==> src/rtl/mpf_pkg.sv <==
package mpf_pkg;
    typedef enum logic [1:0] {
        ST_UNSEL  = 2'd0,
        ST_ARMED  = 2'd1,
        ST_ACTIVE = 2'd2
    } sel_st_e;

    typedef enum logic [1:0] {
        FM_PASS       = 2'b00,
        FM_MATCH      = 2'b01,
        FM_MATCH_ADDR = 2'b10,
        FM_MATCH_ALT  = 2'b11
    } filt_mode_e;
endpackage

==> src/rtl/mpf_addr_cmp.sv <==
module mpf_addr_cmp #(
    parameter int W = 8
) (
    input  logic         frm_mpbit,
    input  logic [W-1:0] frm_byte,
    input  logic [W-1:0] node_addr,
    output logic         is_addr,
    output logic         addr_hit
);
    always_comb begin
        is_addr  = frm_mpbit;
        addr_hit = frm_mpbit && (frm_byte == node_addr);
    end
endmodule

==> src/rtl/mpf_sel_fsm.sv <==
module mpf_sel_fsm
    import mpf_pkg::*;
(
    input  logic    clk,
    input  logic    rst_n,
    input  logic    frm_valid,
    input  logic    mp_enable,
    input  logic    is_addr,
    input  logic    addr_hit,
    output sel_st_e state
);
    sel_st_e state_nx;

    always_ff @(posedge clk or negedge rst_n) begin
        if (!rst_n) state <= ST_UNSEL;
        else        state <= state_nx;
    end

    always_comb begin
        state_nx = state;
        if (!mp_enable) begin
            state_nx = ST_UNSEL;
        end else if (frm_valid && is_addr) begin
            state_nx = addr_hit ? ST_ARMED : ST_UNSEL;
        end else if (frm_valid) begin
            unique case (state)
                ST_UNSEL:  state_nx = ST_UNSEL;
                ST_ARMED:  state_nx = ST_ACTIVE;
                ST_ACTIVE: state_nx = ST_ACTIVE;
                default:   state_nx = ST_UNSEL;
            endcase
        end
    end


    clear_on_disable_chk: assert property (@(posedge clk) disable iff (!rst_n)
        !mp_enable |=> state == ST_UNSEL);


    miss_deselects_chk: assert property (@(posedge clk) disable iff (!rst_n)
        frm_valid && mp_enable && is_addr && !addr_hit |=> state == ST_UNSEL);


    hit_arms_chk: assert property (@(posedge clk) disable iff (!rst_n)
        frm_valid && mp_enable && addr_hit |=> state == ST_ARMED);
endmodule

==> src/rtl/mpf_fwd.sv <==
module mpf_fwd
    import mpf_pkg::*;
#(
    parameter int W = 8
) (
    input  logic         clk,
    input  logic         rst_n,
    input  logic         frm_valid,
    input  logic [W-1:0] frm_byte,
    input  logic         frm_mpbit,
    input  logic         mp_enable,
    input  logic [1:0]   filt_mode,
    input  sel_st_e      state,
    output logic         out_valid,
    output logic [W-1:0] out_byte,
    output logic         out_is_addr,
    output logic         out_first
);
    filt_mode_e mode;
    logic       take;
    logic       first;

    always_comb begin
        mode  = filt_mode_e'(filt_mode);
        take  = 1'b0;
        first = 1'b0;
        if (!mp_enable) begin
            take = 1'b1;
        end else if (frm_mpbit) begin
            take = (mode == FM_PASS) || (mode == FM_MATCH_ADDR);
        end else begin
            take  = (mode == FM_PASS) || (state != ST_UNSEL);
            first = (state == ST_ARMED);
        end
    end

    always_ff @(posedge clk or negedge rst_n) begin
        if (!rst_n) begin
            out_valid   <= 1'b0;
            out_byte    <= '0;
            out_is_addr <= 1'b0;
            out_first   <= 1'b0;
        end else begin
            out_valid <= frm_valid && take;
            if (frm_valid && take) begin
                out_byte    <= frm_byte;
                out_is_addr <= frm_mpbit;
                out_first   <= first;
            end
        end
    end


    pulse_follows_frame_chk: assert property (@(posedge clk) disable iff (!rst_n)
        out_valid |-> $past(frm_valid));


    first_only_data_chk: assert property (@(posedge clk) disable iff (!rst_n)
        out_valid && out_first |-> !out_is_addr);


    bypass_forwards_chk: assert property (@(posedge clk) disable iff (!rst_n)
        frm_valid && !mp_enable |=> out_valid && !out_first);
endmodule

==> src/rtl/mpf_top.sv <==
module mpf_top
    import mpf_pkg::*;
#(
    parameter int DATA_W = 8
) (
    input  logic              clk,
    input  logic              rst_n,
    input  logic              frm_valid,
    input  logic [DATA_W-1:0] frm_byte,
    input  logic              frm_mpbit,
    input  logic [DATA_W-1:0] node_addr,
    input  logic              mp_enable,
    input  logic [1:0]        filt_mode,
    output logic              out_valid,
    output logic [DATA_W-1:0] out_byte,
    output logic              out_is_addr,
    output logic              out_first
);
    logic    is_addr;
    logic    addr_hit;
    sel_st_e state;

    mpf_addr_cmp #(.W(DATA_W)) u_cmp (
        .frm_mpbit (frm_mpbit),
        .frm_byte  (frm_byte),
        .node_addr (node_addr),
        .is_addr   (is_addr),
        .addr_hit  (addr_hit)
    );

    mpf_sel_fsm u_fsm (
        .clk       (clk),
        .rst_n     (rst_n),
        .frm_valid (frm_valid),
        .mp_enable (mp_enable),
        .is_addr   (is_addr),
        .addr_hit  (addr_hit),
        .state     (state)
    );

    mpf_fwd #(.W(DATA_W)) u_fwd (
        .clk         (clk),
        .rst_n       (rst_n),
        .frm_valid   (frm_valid),
        .frm_byte    (frm_byte),
        .frm_mpbit   (frm_mpbit),
        .mp_enable   (mp_enable),
        .filt_mode   (filt_mode),
        .state       (state),
        .out_valid   (out_valid),
        .out_byte    (out_byte),
        .out_is_addr (out_is_addr),
        .out_first   (out_first)
    );


    unsel_data_dropped_chk: assert property (@(posedge clk) disable iff (!rst_n)
        frm_valid && mp_enable && !frm_mpbit && state == ST_UNSEL
        && filt_mode != FM_PASS |=> !out_valid);


    pass_all_forwards_chk: assert property (@(posedge clk) disable iff (!rst_n)
        frm_valid && mp_enable && filt_mode == FM_PASS |=> out_valid);
endmodule

==> config.mk <==
export PLATFORM = sky130hd
export DESIGN_NAME = mpf_top
export DESIGN_NICKNAME = d
export VERILOG_FILES = /design/src/rtl/mpf_pkg.sv /design/src/rtl/mpf_addr_cmp.sv /design/src/rtl/mpf_sel_fsm.sv /design/src/rtl/mpf_fwd.sv /design/src/rtl/mpf_top.sv
export SDC_FILE = /design/constraint.sdc
export NUM_CORES = 1
export LEC_CHECK = 0
export ABC_AREA = 1
export BUFFER_PORTS_ARGS = -buffer_cell sky130_fd_sc_hd__clkbuf_2
export CAP_MARGIN = 10
export CORE_MARGIN = 3
export CORE_UTILIZATION = 35
export DETAILED_ROUTE_END_ITERATION = 8
export GPL_TIMING_DRIVEN = 0
export HOLD_SLACK_MARGIN = 0.03
export SYNTH_ARGS = -nofsm -noshare
export SYNTH_HDL_FRONTEND = slang
export SYNTH_SLANG_ARGS = --single-unit
==> constraint.sdc <==
create_clock -name clk -period 1.4 [get_ports clk]
set_input_delay 0.14 -clock clk [delete_from_list [all_inputs] [get_ports clk]]
set_output_delay 0.14 -clock clk [all_outputs]
set_load 0.1 [all_outputs]
Word-level counts from Yosys, hierarchy flattened:

Cells that the tools add are included.

* bits in registers: 13
* input port bits: 23
* output and inout bits: 11
* word-level logic and storage cells: 27

* eq/ne operators: 5
* mux-type cells: 9
* reductions and logical operators: 8

Operator list (count)
* 8-bit equality test: 1
* 2-bit 2-to-1 mux: 4
* 1-bit 2-to-1 mux: 5
* 2-bit equality test, second input constant: 2
* 1-bit logical AND: 3
* 3-bit by 2-bit != test with 1-bit output, second input constant: 1
* 2-bit by 1-bit equality test with 1-bit output, second input constant: 1
* 2-bit logical NOT: 1
* 1-bit logical OR: 2
* 2-bit nonzero test: 1
* 2-bit OR reduction: 1

Logic depth before layout (Yosys ltp):

* depth after elaboration: 6
* gate-level depth with buffers: 9
* mapped depth without buffers: 9

By module:

From an unflattened synthesis, not the netlist that was laid out.

* cells, all modules: 100
* area, all modules: 737.0 µm²

Modules (own cells, without submodules)
* mpf_fwd: instances 1, cells each 54, area each 490.5 µm², seq. area each 275.3 µm²
* mpf_addr_cmp: instances 1, cells each 36, area each 160.2 µm², seq. area each 0.0 µm²
* mpf_sel_fsm: instances 1, cells each 10, area each 86.3 µm², seq. area each 50.0 µm²

Worst setup path before layout:

OpenSTA, ideal clock, no wires.

* path type: reg-to-reg
* from: register u_fsm.state[0]
* to: register u_fwd.out_byte[0]
* library setup time: 120 ps
* arrival: 1127 ps
* path slack: 153 ps
* cell stages (with the launch flop): 10
* path buffers: 1
* cell sequence: dfrtp_1 > inv_1 > ha_1 > nor2_1 > nor2_2 > o21ai_2 > nand2_4 > buf_12 > nand2_1 > nand2_1

* cells in the longest elaborated chain, start to end: 5

RTL lines
* start, declared: RTL line mpf_sel_fsm.sv:10 `output sel_st_e state`
* start signal, assigned: RTL line mpf_sel_fsm.sv:16 `else state <= state_nx;`
* 2-bit nonzero test: RTL line mpf_fwd.sv:32 `take = (mode == FM_PASS) || (state != ST_UNSEL);`
* 1-bit logical OR: RTL line mpf_fwd.sv:32
* 1-bit 2-to-1 mux: RTL line mpf_fwd.sv:29 `end else if (frm_mpbit) begin`
* 1-bit 2-to-1 mux: RTL line mpf_fwd.sv:27 `if (!mp_enable) begin`
* 1-bit logical AND: RTL line mpf_fwd.sv:45 `if (frm_valid && take) begin`
* end signal, assigned: RTL line mpf_fwd.sv:46 `out_byte <= frm_byte;`
* end, declared: RTL line mpf_fwd.sv:15 `output logic [W-1:0] out_byte,`

Every way passes these cells.
A chain may end at the register's enable or synchronous reset.

Worst setup path in the final report:

* from: register u_fsm.state[0]
* to: register u_fwd.out_byte[6]

The elaborated chain is that of the path after synthesis.

==> summary.md <==
| Metric | Value |
|---|---|
| Commonest non-fill, non-tap cell in the layout | clkbuf_2 |
| DR WL/cell | ~11 microns |
| Antenna Nets Post-Route | 0 |
| Gr usage total | 13.6% |
| N_diodes | 0 |
| Crit. End Element | register |
| First-pass GRT wire length | 2.74 mm |
| Layout cells sized above 1 | 43.3% |
| Avg Inst Size Synth | 7.99 sq um |
| PortBufs | 33 |
| Crit path cell chain | inv_1, ha_2, nor2_2, nor2_2, o21ai_2, nand2_4, buf_4, nand2_1, o21ai_2 |
| Worst Path Required | 1.57 ns |
| Final Hold Fails | 0 |
| # nets final | 160 |
| Crit-path max FO | 6 |
| Initial Util | 39.5% |
| Synth warn | 0 |
| Post-synthesis instance area | around 730 sq um |
| Gr ovfl total | 0 |
| Worst Clk Skew | about 0.0014 ns |
| Die height | 51.6 microns |
| Sequential-to-total area share from yosys stat | 44.8% |
| Number of max-cap violations | 0 |
| Hold Crit Endpoint | u_fwd.out_byte[0] |
| R2R Path Start | u_fsm.state[0] |
| Clock tree buffer depth | 2 |
| Setup-failing EPs final | 0 |
| WP buf/inv | 2 |
| Worst-skew pair later-pin latency | 0.27 ns |
| Slew Limit Headroom | 64.0% |
| Leakage dissipation | 0.588 nW |
| Startpoint of the worst hold path | frm_byte[0] |
| R2r endpoint | u_fwd.out_byte[6] |
| Reg clk slew, reported paths | roughly 0.08 ns |
| HPWL after DPL | 1.28 mm |
| Via/cell ratio | 4.30 |
| Worst Hold Depth | 3 |
| Area growth syn-to-layout | 40.4% |
| Setup slack after layout | about 0.063 ns |
| Post-Layout Cell Count | 159 |
| Worst path max stage delay | 0.39 ns |
| Fmax | 0.748 GHz |
| Post-synthesis async set-or-reset flop share | 100% |
| TNS Setup | 0 ns |
| Post-route DRC violation count | 0 |
| Clock buffer count from CTS | 3 |
| Ys flop type | dfrtp_1 |
| Placed inst area | slightly above 900 sq um |
| Inst Count DP | 149 |
| Final WL | 1.74 mm |
| Cell depth of the worst flop-to-flop path | 9 |
| Initial DRC Count | 5 |
| Pre-antenna DRT Iters | 4 |
| Post-synth EDFFs | 0 |
| Worst reg2reg setup slack | 0.06 ns |
| Maximum VDD drop | 0.551 mV |
| Antenna violations before repair | 0 |
| Slew Viols, Final | 0 |
| Clock sink count | 13 |
| Core Util, Final | 55.5% |
| Status | finished, final reports clean |
| Total power | 1.14 mW |
| Gate count after technology mapping | 91 |
| CTS tree | built |
| Finished Cell Area | 0.00102 sq mm |
| Post-placement setup slack | 0.0554 ns |
| Number of global-route vias before repair | 667 |
| Pwr dens | 1120 mW/mm^2 |
| Die area | 0.00266 sq mm |
| Core ar. | roughly 0.0018 sq mm |
| WHS | 0.0944 ns |
| Critical path startpoint category | register |
| Root buffer cell | clkbuf_4 |
| Pin count of the biggest net entering global routing | 14 |
| Final period utilization | 95.5% |
| Fin crit period | 1.34 ns |
| Critical path class | reg -> reg |
| Post-synth cell types | 15 |
| Via count | approximately 680 |
| Worst-Margin Slew | 0.543 ns |
| Commonest cells after routing, fill and taps aside | clkbuf_2, nand2_1, inv_1 |
| CP arrival | 1.51 ns |
| Min-delay worst type | in -> reg |
| Post-synthesis register bit count | 13 |
| H-Tree Level Count | 1 |
| Die W | around 52 microns |
| Routability cong. | between 0.7 and 0.8 |
| Num rows | 15 |
| Mapped Nets | about 120 |
| Critical path's slowest cell | dfrtp_1 |
| Num ports | 34 |
| Cell family with most CP delay | flip-flops |
[power breakdown]
group          internal [mW]  switching [mW]  leakage [nW]
combinational          0.106           0.369         0.408
sequential             0.410          0.0185         0.165
clock                  0.110           0.125        0.0150
total                  0.627           0.512         0.588
[flip-flops by register name, summed over array words and instances (netlist names)]
signal	cells
u_fwd.out_valid	1
u_fwd.out_first	1
u_fsm.state	2
u_fwd.out_byte	8
u_fwd.out_is_addr	1
[cells by family (layout without fill, tap and decap cells)]
kind of cell	count (synthesis)	after routing	share of synthesized area (%)
flops	13	13	44.8
simple gates	44	45	25.0
xor+xnor	3	3	3.62
compound gates	11	11	11.7
buf+inv	18	60	11.5
fa+ha+maj	2	2	3.44
[layer usage]
| layer | global-route usage, % | part of all wire (%) | up-vias |
|---|---|---|---|
| li1 | - | - | 362 |
| met1 | 16.2 | 46 | 302 |
| met2 | 23.5 | 48 | 19 |
| met3 | 3.15 | 6.0 | 0 |
| met4 | 5.24 | 0 | 0 |
| met5 | 0 | 0 | - |
[cell usage after synthesis (2+ instances only)]
| cell | n | area share, % |
|---|---|---|
| inv_1 | 16 | 8.3 |
| dfrtp_1 | 13 | 45 |
| nor2_1 | 5 | 2.6 |
| nand3_1 | 3 | 2.1 |
| ha_1 | 2 | 3.4 |
| a21oi_1 | 2 | 1.4 |
| nand2_1 | 33 | 17 |
| o21ai_2 | 8 | 9.6 |
| xnor2_1 | 3 | 3.6 |
[repair_timing]
item,4_1_cts,5_1_grt
endpoints found under the hold margin,13,0
hold buffers,1,0
endpoints found under the setup margin,0,10
buffers inserted,0,3
resized for setup,0,5
[area by class of cell]
cell class / count / area, sq um
plain buffers: 1 / 20.0
clock buffers: 4 / 26.3
fillers: 187 / 818
inverters: 17 / 63.8
multi-input cells: 61 / 332
flip-flops and latches: 13 / 325
well taps: 25 / 31.3
repair buffers: 38 / 223
[worst reg2reg max path: stages (launching register included)]
cell and delay (ns):
dfrtp_1 0.39, inv_1 0.06, ha_2 0.17, nor2_2 0.11, nor2_2 0.05, o21ai_2 0.08
nand2_4 0.13, buf_4 0.15, nand2_1 0.06, o21ai_2 0.05
[worst max-delay path by stage]
stage,start,to,slack (ns),depth (start not counted)
after global routing,u_fsm.state[0],u_fwd.out_byte[0],-0.03,9
after floorplan,u_fsm.state[0],u_fwd.out_byte[0],0.15,9
final,u_fsm.state[0],u_fwd.out_byte[6],0.06,9
after global placement,u_fsm.state[0],u_fwd.out_byte[2],0.08,9
after detailed placement,u_fsm.state[0],u_fwd.out_byte[2],0.06,9
after CTS,u_fsm.state[0],u_fwd.out_byte[2],0.05,9
Power figures use the tool's default switching activity.
